===== config.mk =====
export PLATFORM = sky130hd
export DESIGN_NAME = sm_pwm_gen
export DESIGN_NICKNAME = d
export VERILOG_FILES = /design/src/rtl/sm_pwm_pkg.sv /design/src/rtl/sm_pwm_ctrl.sv /design/src/rtl/sm_pwm_datapath.sv /design/src/rtl/sm_pwm_gen.sv
export SDC_FILE = /design/constraint.sdc
export NUM_CORES = 1
export LEC_CHECK = 0
export BUFFER_PORTS_ARGS = -buffer_cell sky130_fd_sc_hd__buf_2
export CORE_AREA = 2 2 92 94
export CTS_BUF_LIST = sky130_fd_sc_hd__clkbuf_8
export DETAILED_ROUTE_END_ITERATION = 12
export DIE_AREA = 0 0 94 96
export PLACE_DENSITY = 0.58
export SLEW_MARGIN = 15
export SYNTH_ARGS = -nofsm -noshare
export SYNTH_HDL_FRONTEND = slang
export SYNTH_SLANG_ARGS = --single-unit

===== constraint.sdc =====
create_clock -name clk -period 1.57 [get_ports clk]
set_input_delay 0.157 -clock clk [delete_from_list [all_inputs] [get_ports clk]]
set_output_delay 0.157 -clock clk [all_outputs]
set_load 0.03 [all_outputs]

===== src/rtl/sm_pwm_pkg.sv =====
package sm_pwm_pkg;
  // Strobes from control to datapath
  typedef struct packed {
    logic wrap;     // counter is at its last count
    logic capture;  // latch new commands this cycle
  } pwmCtrl_t;
endpackage


===== src/rtl/sm_pwm_ctrl.sv =====
module sm_pwm_ctrl
  import sm_pwm_pkg::*;
#(
  parameter int CNT_W = 10
) (
  input  logic             clk,
  input  logic             rst,
  input  logic             updStrobe,
  output logic [CNT_W-1:0] cnt,
  output pwmCtrl_t         ctrl
);
  localparam logic [CNT_W-1:0] TOP_VAL = '1;

  always_ff @(posedge clk) begin
    if (rst)                cnt <= '0;
    else if (cnt == TOP_VAL) cnt <= '0;
    else                    cnt <= cnt + 1'b1;
  end

  always_comb begin
    ctrl.wrap    = (cnt == TOP_VAL);
    ctrl.capture = updStrobe;
  end
endmodule


===== src/rtl/sm_pwm_datapath.sv =====
module sm_pwm_datapath
  import sm_pwm_pkg::*;
#(
  parameter int NUM_CH = 2,
  parameter int CNT_W  = 10,
  parameter int CMD_W  = CNT_W + 1
) (
  input  logic                    clk,
  input  logic                    rst,
  input  pwmCtrl_t                ctrl,
  input  logic [CNT_W-1:0]        cnt,
  input  logic [NUM_CH*CMD_W-1:0] cmdFlat,
  input  logic [NUM_CH-1:0]       reverseMask,
  output logic [NUM_CH-1:0]       pwmOut,
  output logic [NUM_CH-1:0]       dirOut
);
  localparam int OVF_W = CMD_W - CNT_W;

  for (genvar i = 0; i < NUM_CH; i++) begin : g_ch
    logic [CMD_W-1:0] cmdCh;
    logic [CMD_W-1:0] absVal;
    logic [CNT_W-1:0] newMag;
    logic             newDir;
    logic [CNT_W-1:0] pendMag, actMag;
    logic             pendDir, actDir;

    always_comb begin
      cmdCh  = cmdFlat[i*CMD_W +: CMD_W];
      absVal = cmdCh[CMD_W-1] ? (~cmdCh + 1'b1) : cmdCh;
      if (absVal[CMD_W-1 -: OVF_W] != '0) newMag = '1;
      else                                newMag = absVal[CNT_W-1:0];
      newDir = ((cmdCh != '0) && !cmdCh[CMD_W-1]) ^ reverseMask[i];
    end

    always_ff @(posedge clk) begin
      if (rst) begin
        pendMag <= '0;
        pendDir <= 1'b0;
        actMag  <= '0;
        actDir  <= 1'b0;
      end else begin
        if (ctrl.capture) begin
          pendMag <= newMag;
          pendDir <= newDir;
        end
        if (ctrl.wrap) begin
          actMag <= ctrl.capture ? newMag : pendMag;
          actDir <= ctrl.capture ? newDir : pendDir;
        end
      end
    end

    assign pwmOut[i] = (cnt < actMag);
    assign dirOut[i] = actDir;
  end
endmodule


===== src/rtl/sm_pwm_gen.sv =====
module sm_pwm_gen
  import sm_pwm_pkg::*;
#(
  parameter int NUM_CH = 2,
  parameter int CNT_W  = 10,
  parameter int CMD_W  = CNT_W + 1
) (
  input  logic                    clk,
  input  logic                    rst,
  input  logic                    updStrobe,
  input  logic [NUM_CH*CMD_W-1:0] cmdFlat,
  input  logic [NUM_CH-1:0]       reverseMask,
  output logic [NUM_CH-1:0]       pwmOut,
  output logic [NUM_CH-1:0]       dirOut
);
  logic [CNT_W-1:0] cntVal;
  pwmCtrl_t         ctrlBus;

  sm_pwm_ctrl #(.CNT_W(CNT_W)) u_ctrl (
    .clk(clk), .rst(rst), .updStrobe(updStrobe), .cnt(cntVal), .ctrl(ctrlBus)
  );

  sm_pwm_datapath #(.NUM_CH(NUM_CH), .CNT_W(CNT_W), .CMD_W(CMD_W)) u_dp (
    .clk(clk), .rst(rst), .ctrl(ctrlBus), .cnt(cntVal), .cmdFlat(cmdFlat),
    .reverseMask(reverseMask), .pwmOut(pwmOut), .dirOut(dirOut)
  );
endmodule


==> results of run 1 <==
==> repair_timing <==
item / CTS / global route
resized for setup: 46 / 61
setup endpoints to repair: 22 / 32
pin swaps: 17 / 22
hold buffers: 0 / 0
gates cloned: 3 / 1
setup buffers: 9 / 12
==> routing by layer <==
layer	vias up	global-route usage, %
met2	48	35.7
met4	0	5.31
met3	16	2.90
li1	1562	-
met5	-	0
met1	1567	29.0
==> sequential cells by signal, summed over array words and instances (netlist names) <==
register,cells
u_dp.g_ch.actMag,20
u_dp.g_ch.pendMag,20
u_ctrl.cnt,10
u_dp.g_ch.actDir,2
u_dp.g_ch.pendDir,2
==> Yosys cell counts (3+ instances only) <==
cell type	n	area [um2]
sky130_fd_sc_hd__dfxtp_1	54	1080
sky130_fd_sc_hd__nor2_1	39	146
sky130_fd_sc_hd__inv_1	27	101
sky130_fd_sc_hd__ha_1	21	263
sky130_fd_sc_hd__nand2_1	17	63.8
sky130_fd_sc_hd__nor3_1	17	85.1
sky130_fd_sc_hd__nand3_1	16	80.1
sky130_fd_sc_hd__o21ai_0	13	65.1
sky130_fd_sc_hd__a21oi_1	11	55.1
sky130_fd_sc_hd__clkbuf_1	9	33.8
sky130_fd_sc_hd__a211oi_1	8	60.1
sky130_fd_sc_hd__a21o_1	8	60.1
sky130_fd_sc_hd__nand2b_1	6	37.5
sky130_fd_sc_hd__or3_1	6	37.5
sky130_fd_sc_hd__xnor2_1	6	52.6
sky130_fd_sc_hd__buf_2	5	25.0
sky130_fd_sc_hd__o211ai_1	5	37.5
sky130_fd_sc_hd__o22ai_1	5	31.3
sky130_fd_sc_hd__o41ai_1	5	43.8
sky130_fd_sc_hd__xor2_1	5	43.8
sky130_fd_sc_hd__and3_1	4	25.0
sky130_fd_sc_hd__buf_4	4	30.0
sky130_fd_sc_hd__a311oi_1	3	26.3
sky130_fd_sc_hd__a31oi_1	3	18.8
sky130_fd_sc_hd__nor4_1	3	18.8
sky130_fd_sc_hd__o2111ai_1	3	26.3
sky130_fd_sc_hd__o22a_1	3	26.3
sky130_fd_sc_hd__o31ai_1	3	22.5
sky130_fd_sc_hd__or3b_2	3	26.3
==> worst paths after layout <==
check	startpoint	end	cells after the start
worst max register to register	u_ctrl.cnt[4]$_SDFF_PP0_	u_dp.g_ch[1].actMag[9]$_SDFFE_PP0N_	7
worst min register to register	u_dp.g_ch[0].pendMag[6]$_SDFF_PP0_	u_dp.g_ch[0].pendMag[6]$_SDFF_PP0_	2
worst max-delay path	u_dp.g_ch[0].actMag[1]$_SDFFE_PP0N_	pwmOut[0]	6
worst min-delay path	reverseMask[1]	u_dp.g_ch[1].pendDir$_SDFF_PP0_	3
==> critical path: cells and delay by family (launching register included) <==
kind	cells	cell delay (ps)
compound gates	3	690
flops	1	360
buf+inv	2	240
fa+ha+maj	1	230
==> power breakdown <==
| group | internal (uW) | total [uW] | switching [uW] |
|---|---|---|---|
| Clock | 296 | 739 | 443 |
| Sequential | 1410 | 1440 | 23.2 |
| Combinational | 304 | 647 | 343 |
==> through the flow <==
stage,power [uW],area [um2],std cells
floorplan,1790,3310,364
detailed placement,2030,4010,544
global route,2960,4710,573
CTS,2810,4420,563
global placement,2020,4010,544
finish,2820,4710,573
==> cells by family (layout without fill, tap and decap cells) <==
kind of cell / count (synthesis) / in the layout / synth area share, %
flops: 54 / 54 / 34.1
simple gates: 130 / 130 / 21.5
buf+inv: 47 / 151 / 6.48
compound gates: 101 / 101 / 26.6
fa+ha+maj: 21 / 21 / 8.30
xor+xnor: 11 / 11 / 3.04
==> layout make-up <==
type                    count  area [um2]
clock buffers               5        68.8
flip-flops and latches     54        1110
clock inverters             2        7.51
fillers                   711        3340
inverters                  28         138
repair buffers            116         952
well taps                 105         131
multi-input cells         263        2310
==> tab_implementation.tex, run 1 <==
\begin{tabular}{lr}
\hline
Metric & Value \\
\hline
\multicolumn{2}{l}{\textbf{Worst setup path}} \\
\quad Arr. time, crit path & 1810 ps \\
\quad Kind of end point of the critical path & output port \\
\quad Crit-path slowest cell & sky130\_fd\_sc\_hd\_\_dfxtp\_2 \\
\quad WP data required & 1410 ps \\
\quad Crit path launch type & flip-flop \\
\quad Slack of the worst reg-to-reg path & -320 ps \\
\quad Maximum fanout count along the critical path & 2 \\
\quad Delay contributed by the slowest stage of the critical path & 360 ps \\
\quad Worst setup path category & flip-flop to output port \\
\quad Chain of cells forming the critical path & inv\_1, ha\_4, a211oi\_4, o21ai\_2, a221oi\_4, buf\_6 \\
\multicolumn{2}{l}{\textbf{Synthesis}} \\
\quad Post-synthesis cell area & 3170 um2 \\
\quad Commonest register cell after synthesis & sky130\_fd\_sc\_hd\_\_dfxtp\_1 \\
\quad Flop and latch count out of synthesis & 54 \\
\quad Synth Warn \# & 0 \\
\quad Count of distinct cell types in the synthesized netlist & 66 \\
\quad Syn\_nets & 412 \\
\quad Async set-reset flop share out of synthesis & 0\% \\
\quad Synthesized netlist cell count & 364 \\
\quad Proportion of synthesized chip area in sequential cells & 34.1\% \\
\quad Post-synthesis area per instance & 8.70 um2 \\
\quad Number of synthesized flops with an enable pin & 0 \\
\multicolumn{2}{l}{\textbf{Hold path}} \\
\quad Class of the tightest hold or removal check & input port to flip-flop \\
\multicolumn{2}{l}{\textbf{STA}} \\
\quad Worst hold slack across all endpoints & 165 ps \\
\quad Final hold violation count & 0 \\
\quad Clock period minus worst slack & 1970 ps \\
\quad Slack of the critical path & -397 ps \\
\quad Portion of the clock cycle consumed by the worst path in the final layout & 125\% \\
\quad Final Setup Violations & 30 \\
\quad Clock Skews & 8.91 ps \\
\quad Measured slew at the worst slew-check pin & 562 ps \\
\quad Max\_slew headroom & 62.2\% \\
\quad Max-slew violation count & 0 \\
\quad Max Fclk & 0.508 GHz \\
\quad Setup\_tns & -5140 ps \\
\quad Setup repair after global routing missed its margin & yes \\
\multicolumn{2}{l}{\textbf{Global routing}} \\
\quad Global-route wire length before repair & 15100 um \\
\quad Vias in the first global route & 3109 \\
\quad Total Routing Usage GR & 21.3\% \\
\quad Pin count of the biggest net entering global routing & 35 \\
\quad Number of antenna violations at the first check in global routing & 0 \\
\quad Remaining global-route overflow & 0 \\
\multicolumn{2}{l}{\textbf{CTS}} \\
\quad Root buffer selected by CTS & sky130\_fd\_sc\_hd\_\_clkbuf\_8 \\
\quad Insertion delay of the later-clocked pin in the worst-skew pair & 310 ps \\
\quad CTS tree & yes \\
\quad Number of buffers inserted during clock tree synthesis & 5 \\
\quad Clock sink total & 54 \\
\quad Total number of H-tree levels & 2 \\
\quad Clock slew at reported path FFs & 100 ps \\
\quad Maximum buffer depth of the clock tree & 2 \\
\multicolumn{2}{l}{\textbf{Floorplanning}} \\
\quad Chip height & 96 um \\
\quad Count of boundary I/O pins & 31 \\
\quad Rows & 33 \\
\quad Core outline area & 8050 um2 \\
\quad Effective utilization at floorplan & 39.3\% \\
\quad Die span in x & 94 um \\
\quad Die Area & 9020 um2 \\
\multicolumn{2}{l}{\textbf{Placed design}} \\
\quad Number of input and output port buffers inserted & 30 \\
\quad Placement-stage worst setup slack & -322 ps \\
\quad Placer's final routability congestion estimate & 0.837 \\
\quad Detailed Place HPWL & 6240 um \\
\multicolumn{2}{l}{\textbf{Finish}} \\
\quad Relative area change from synthesis to final layout & 48.9\% \\
\quad Most common cell after layout, fill and taps aside & sky130\_fd\_sc\_hd\_\_buf\_4 \\
\quad \# diodes & 0 \\
\quad Final-stage net count & 516 \\
\quad Final Core Density & 58.6\% \\
\quad Fraction of layout cells with a size suffix above 1 & 46.4\% \\
\quad Commonest cells after routing, fill and taps aside & sky130\_fd\_sc\_hd\_\_buf\_4 (62), sky130\_fd\_sc\_hd\_\_dfxtp\_1 (41), sky130\_fd\_sc\_hd\_\_nor2\_1 (32) \\
\multicolumn{2}{l}{\textbf{Power}} \\
\quad Worst supply voltage drop on vdd & 0.504 mV \\
\quad Cell Pwr Density & 599 nW/um2 \\
\quad Leakage dissipation & 0.00191 uW \\
\multicolumn{2}{l}{\textbf{Run}} \\
\quad Number of maximum-capacitance violations & 0 \\
\multicolumn{2}{l}{\textbf{Route}} \\
\quad Drt pass-1 iters & 4 \\
\quad Wl on met1 & 4510 um \\
\quad DRC viols & 0 \\
\quad Highest Signal Layer & met4 \\
\quad Total length of routed met2 wires & 4600 um \\
\quad Via-per-instance ratio & 5.57 \\
\quad Total Routed Length & 9530 um \\
\quad Routed wire per std cell & 16.6 um \\
\quad Met3 wire length & 288 um \\
\quad Total number of vias & 3193 \\
\quad Detailed Route Iter0 Violations & 138 \\
\quad Count of nets left with antenna violations after detail routing & 0 \\
\multicolumn{2}{l}{\textbf{Status}} \\
\quad Failing checks & negative setup slack \\
\quad Status & finished with violations \\
\hline
\end{tabular}
(Power assumes the default switching activity.)
==> run 2, diff against run 1 <==
PLACE_DENSITY = 0.56   (was 0.58)
clock period = 2.25 ns   (was 1.57 ns; I/O delays follow)
==> run 2 against run 1 <==
Via count shrank 14%. Total power shrank 35%. Non-clock buffer count shrank 76. Largest power group unchanged. Sequential share of layout area grew 7.0 points. The run now ends clean. Highest routed layer unchanged. Final area shrank 25%. Count of clock-buffer cells in the layout is the same. Wire length shrank 21%. Hold slack gained 73 ps. Die area is the same.
==> tab_implementation.tex, run 2 (synthesis gave the netlist of run 1 again) <==
\begin{tabular}{lr}
\hline
Metric & Value \\
\hline
\multicolumn{2}{l}{\textbf{Placed design}} \\
\quad Number of input and output port buffers inserted & 30 \\
\quad Placed instance count & 490 \\
\quad Detailed Place HPWL & 5440 um \\
\quad Placer's final routability congestion estimate & 0.849 \\
\quad Placed cell area & 3440 um2 \\
\multicolumn{2}{l}{\textbf{Worst setup path}} \\
\quad Family with the most delay on the worst path & compound AO/OA/AOI/OAI gates \\
\quad Total buffers and inverters traversed by the critical path & 1 \\
\quad Crit-path slowest cell & sky130\_fd\_sc\_hd\_\_dfxtp\_4 \\
\quad Worst setup path category & flip-flop to output port \\
\quad Chain of cells forming the critical path & ha\_1, a21o\_1, a21oi\_1, o21ai\_1, a221oi\_2, buf\_4 \\
\quad WP data required & 2030 ps \\
\quad Arr. time, crit path & 1950 ps \\
\quad Kind of end point of the critical path & output port \\
\quad Crit path launch type & flip-flop \\
\quad Maximum fanout count along the critical path & 6 \\
\quad Delay contributed by the slowest stage of the critical path & 390 ps \\
\quad Slack of the worst reg-to-reg path & 300 ps \\
\multicolumn{2}{l}{\textbf{Floorplanning}} \\
\quad Rows & 33 \\
\quad Count of boundary I/O pins & 31 \\
\quad Chip height & 96 um \\
\quad Effective utilization at floorplan & 39.3\% \\
\quad Die span in x & 94 um \\
\quad Core outline area & 8050 um2 \\
\quad Die Area & 9020 um2 \\
\multicolumn{2}{l}{\textbf{CTS}} \\
\quad Clock sink total & 54 \\
\quad Root buffer selected by CTS & sky130\_fd\_sc\_hd\_\_clkbuf\_8 \\
\quad Post-CTS setup buffer count & 0 \\
\quad Quantity of hold-fixing buffers added after cts & 0 \\
\quad Total number of H-tree levels & 2 \\
\quad Clock slew at reported path FFs & 100 ps \\
\quad Insertion delay of the later-clocked pin in the worst-skew pair & 310 ps \\
\quad Maximum buffer depth of the clock tree & 2 \\
\quad Number of buffers inserted during clock tree synthesis & 5 \\
\quad CTS tree & yes \\
\multicolumn{2}{l}{\textbf{Global routing}} \\
\quad Pin count of the biggest net entering global routing & 35 \\
\quad Global-route wire length before repair & 12500 um \\
\quad Vias in the first global route & 2557 \\
\quad Total Routing Usage GR & 17.6\% \\
\quad Remaining global-route overflow & 0 \\
\quad Number of antenna violations at the first check in global routing & 0 \\
\multicolumn{2}{l}{\textbf{Route}} \\
\quad Total number of vias & 2757 \\
\quad Count of nets left with antenna violations after detail routing & 0 \\
\quad Detailed Route Iter0 Violations & 114 \\
\quad DRC viols & 0 \\
\quad Drt pass-1 iters & 4 \\
\quad Routed wire per std cell & 15.1 um \\
\quad Via-per-instance ratio & 5.55 \\
\quad Total Routed Length & 7500 um \\
\multicolumn{2}{l}{\textbf{STA}} \\
\quad Final hold violation count & 0 \\
\quad Max-slew violation count & 0 \\
\quad Clock period minus worst slack & 2180 ps \\
\quad Clock Skews & 9.10 ps \\
\quad Measured slew at the worst slew-check pin & 540 ps \\
\quad Max Fclk & 0.459 GHz \\
\quad Portion of the clock cycle consumed by the worst path in the final layout & 96.7\% \\
\quad Max\_slew headroom & 63.7\% \\
\quad Final Setup Violations & 0 \\
\quad Worst hold slack across all endpoints & 238 ps \\
\multicolumn{2}{l}{\textbf{Power}} \\
\quad Worst supply voltage drop on vdd & 0.317 mV \\
\quad Leakage dissipation & 0.00136 uW \\
\quad Cell Pwr Density & 518 nW/um2 \\
\multicolumn{2}{l}{\textbf{Finish}} \\
\quad Relative area change from synthesis to final layout & 12.2\% \\
\quad Final Core Density & 44.1\% \\
\quad \# diodes & 0 \\
\quad Non-filler cells, final & 497 \\
\quad Commonest cells after routing, fill and taps aside & sky130\_fd\_sc\_hd\_\_dfxtp\_1 (52), sky130\_fd\_sc\_hd\_\_nor2\_1 (39), sky130\_fd\_sc\_hd\_\_buf\_2 (28) \\
\quad Finished Cell Area & 3550 um2 \\
\quad Registers with the highest flip-flop counts & u\_dp.g\_ch.actMag: 20 flops, u\_dp.g\_ch.pendMag: 20 flops, u\_ctrl.cnt: 10 flops \\
\quad Fraction of layout cells with a size suffix above 1 & 19.4\% \\
\quad Most common cell after layout, fill and taps aside & sky130\_fd\_sc\_hd\_\_dfxtp\_1 \\
\quad Final-stage net count & 440 \\
\multicolumn{2}{l}{\textbf{Status}} \\
\quad Status & finished, final reports clean \\
\multicolumn{2}{l}{\textbf{Hold path}} \\
\quad Class of the tightest hold or removal check & input port to flip-flop \\
\multicolumn{2}{l}{\textbf{Run}} \\
\quad Number of maximum-capacitance violations & 0 \\
\hline
\end{tabular}
-- run 2: cell type report --
class                      instances  area, um2
fill                             827       4500
multi-input combinational        263       1910
sequential                        54       1090
timing repair buffer              40        243
tap                              105        131
inverter                          28        105
clock buffer                       5       68.8
clock inverter                     2       10.0
-- run 2: path summary, 6_finish.rpt --
path,start,endpoint,cells after the start
setup / recovery,u_ctrl.cnt[4]$_SDFF_PP0_,pwmOut[1],6
setup reg to reg,u_ctrl.cnt[1]$_SDFF_PP0_,u_dp.g_ch[1].actMag[2]$_SDFFE_PP0N_,5
hold reg to reg,u_dp.g_ch[0].actMag[2]$_SDFFE_PP0N_,u_dp.g_ch[0].actMag[2]$_SDFFE_PP0N_,2
hold / removal,reverseMask[1],u_dp.g_ch[1].pendDir$_SDFF_PP0_,3
-- run 2: per-stage QoR --
stage	TNS [ps]	setup WS, ps	power, uW
2_1_floorplan	0	158	1220
3_3_place_gp	0	286	1320
3_5_place_dp	0	238	1320
4_1_cts	0	12.0	1850
5_1_grt	-7.72	-7.72	1930
6_report	0	73.3	1840
-- run 2: metal layers --
metal / vias to the layer above / global-route usage (%) / routed length, um
li1: 1405 / - / -
met1: 1304 / 25.5 / 3900
met2: 39 / 27.1 / 3280
met3: 9 / 3.13 / 214
met4: 0 / 4.71 / 112
met5: - / 0 / 0
-- run 2: repair_timing --
action	4_1_cts	5_1_grt
resized for setup	3	7
pin swaps	0	2
cloned	0	0
endpoints found under the setup margin	2	2
endpoints found under the hold margin	0	0
-- run 2: worst reg2reg max path, stage by stage, from the launching register on --
cell                      delay, ps
sky130_fd_sc_hd__dfxtp_1        420
sky130_fd_sc_hd__ha_1           230
sky130_fd_sc_hd__nand3_1        100
sky130_fd_sc_hd__or3_1          540
sky130_fd_sc_hd__buf_4          260
sky130_fd_sc_hd__o41ai_1        320
-- run 2: where the power goes --
| part | switching [uW] | internal, uW | total, uW |
|---|---|---|---|
| clock network | 321 | 210 | 532 |
| registers | 15.1 | 988 | 1000 |
| logic | 186 | 121 | 307 |
| total | 522 | 1320 | 1840 |
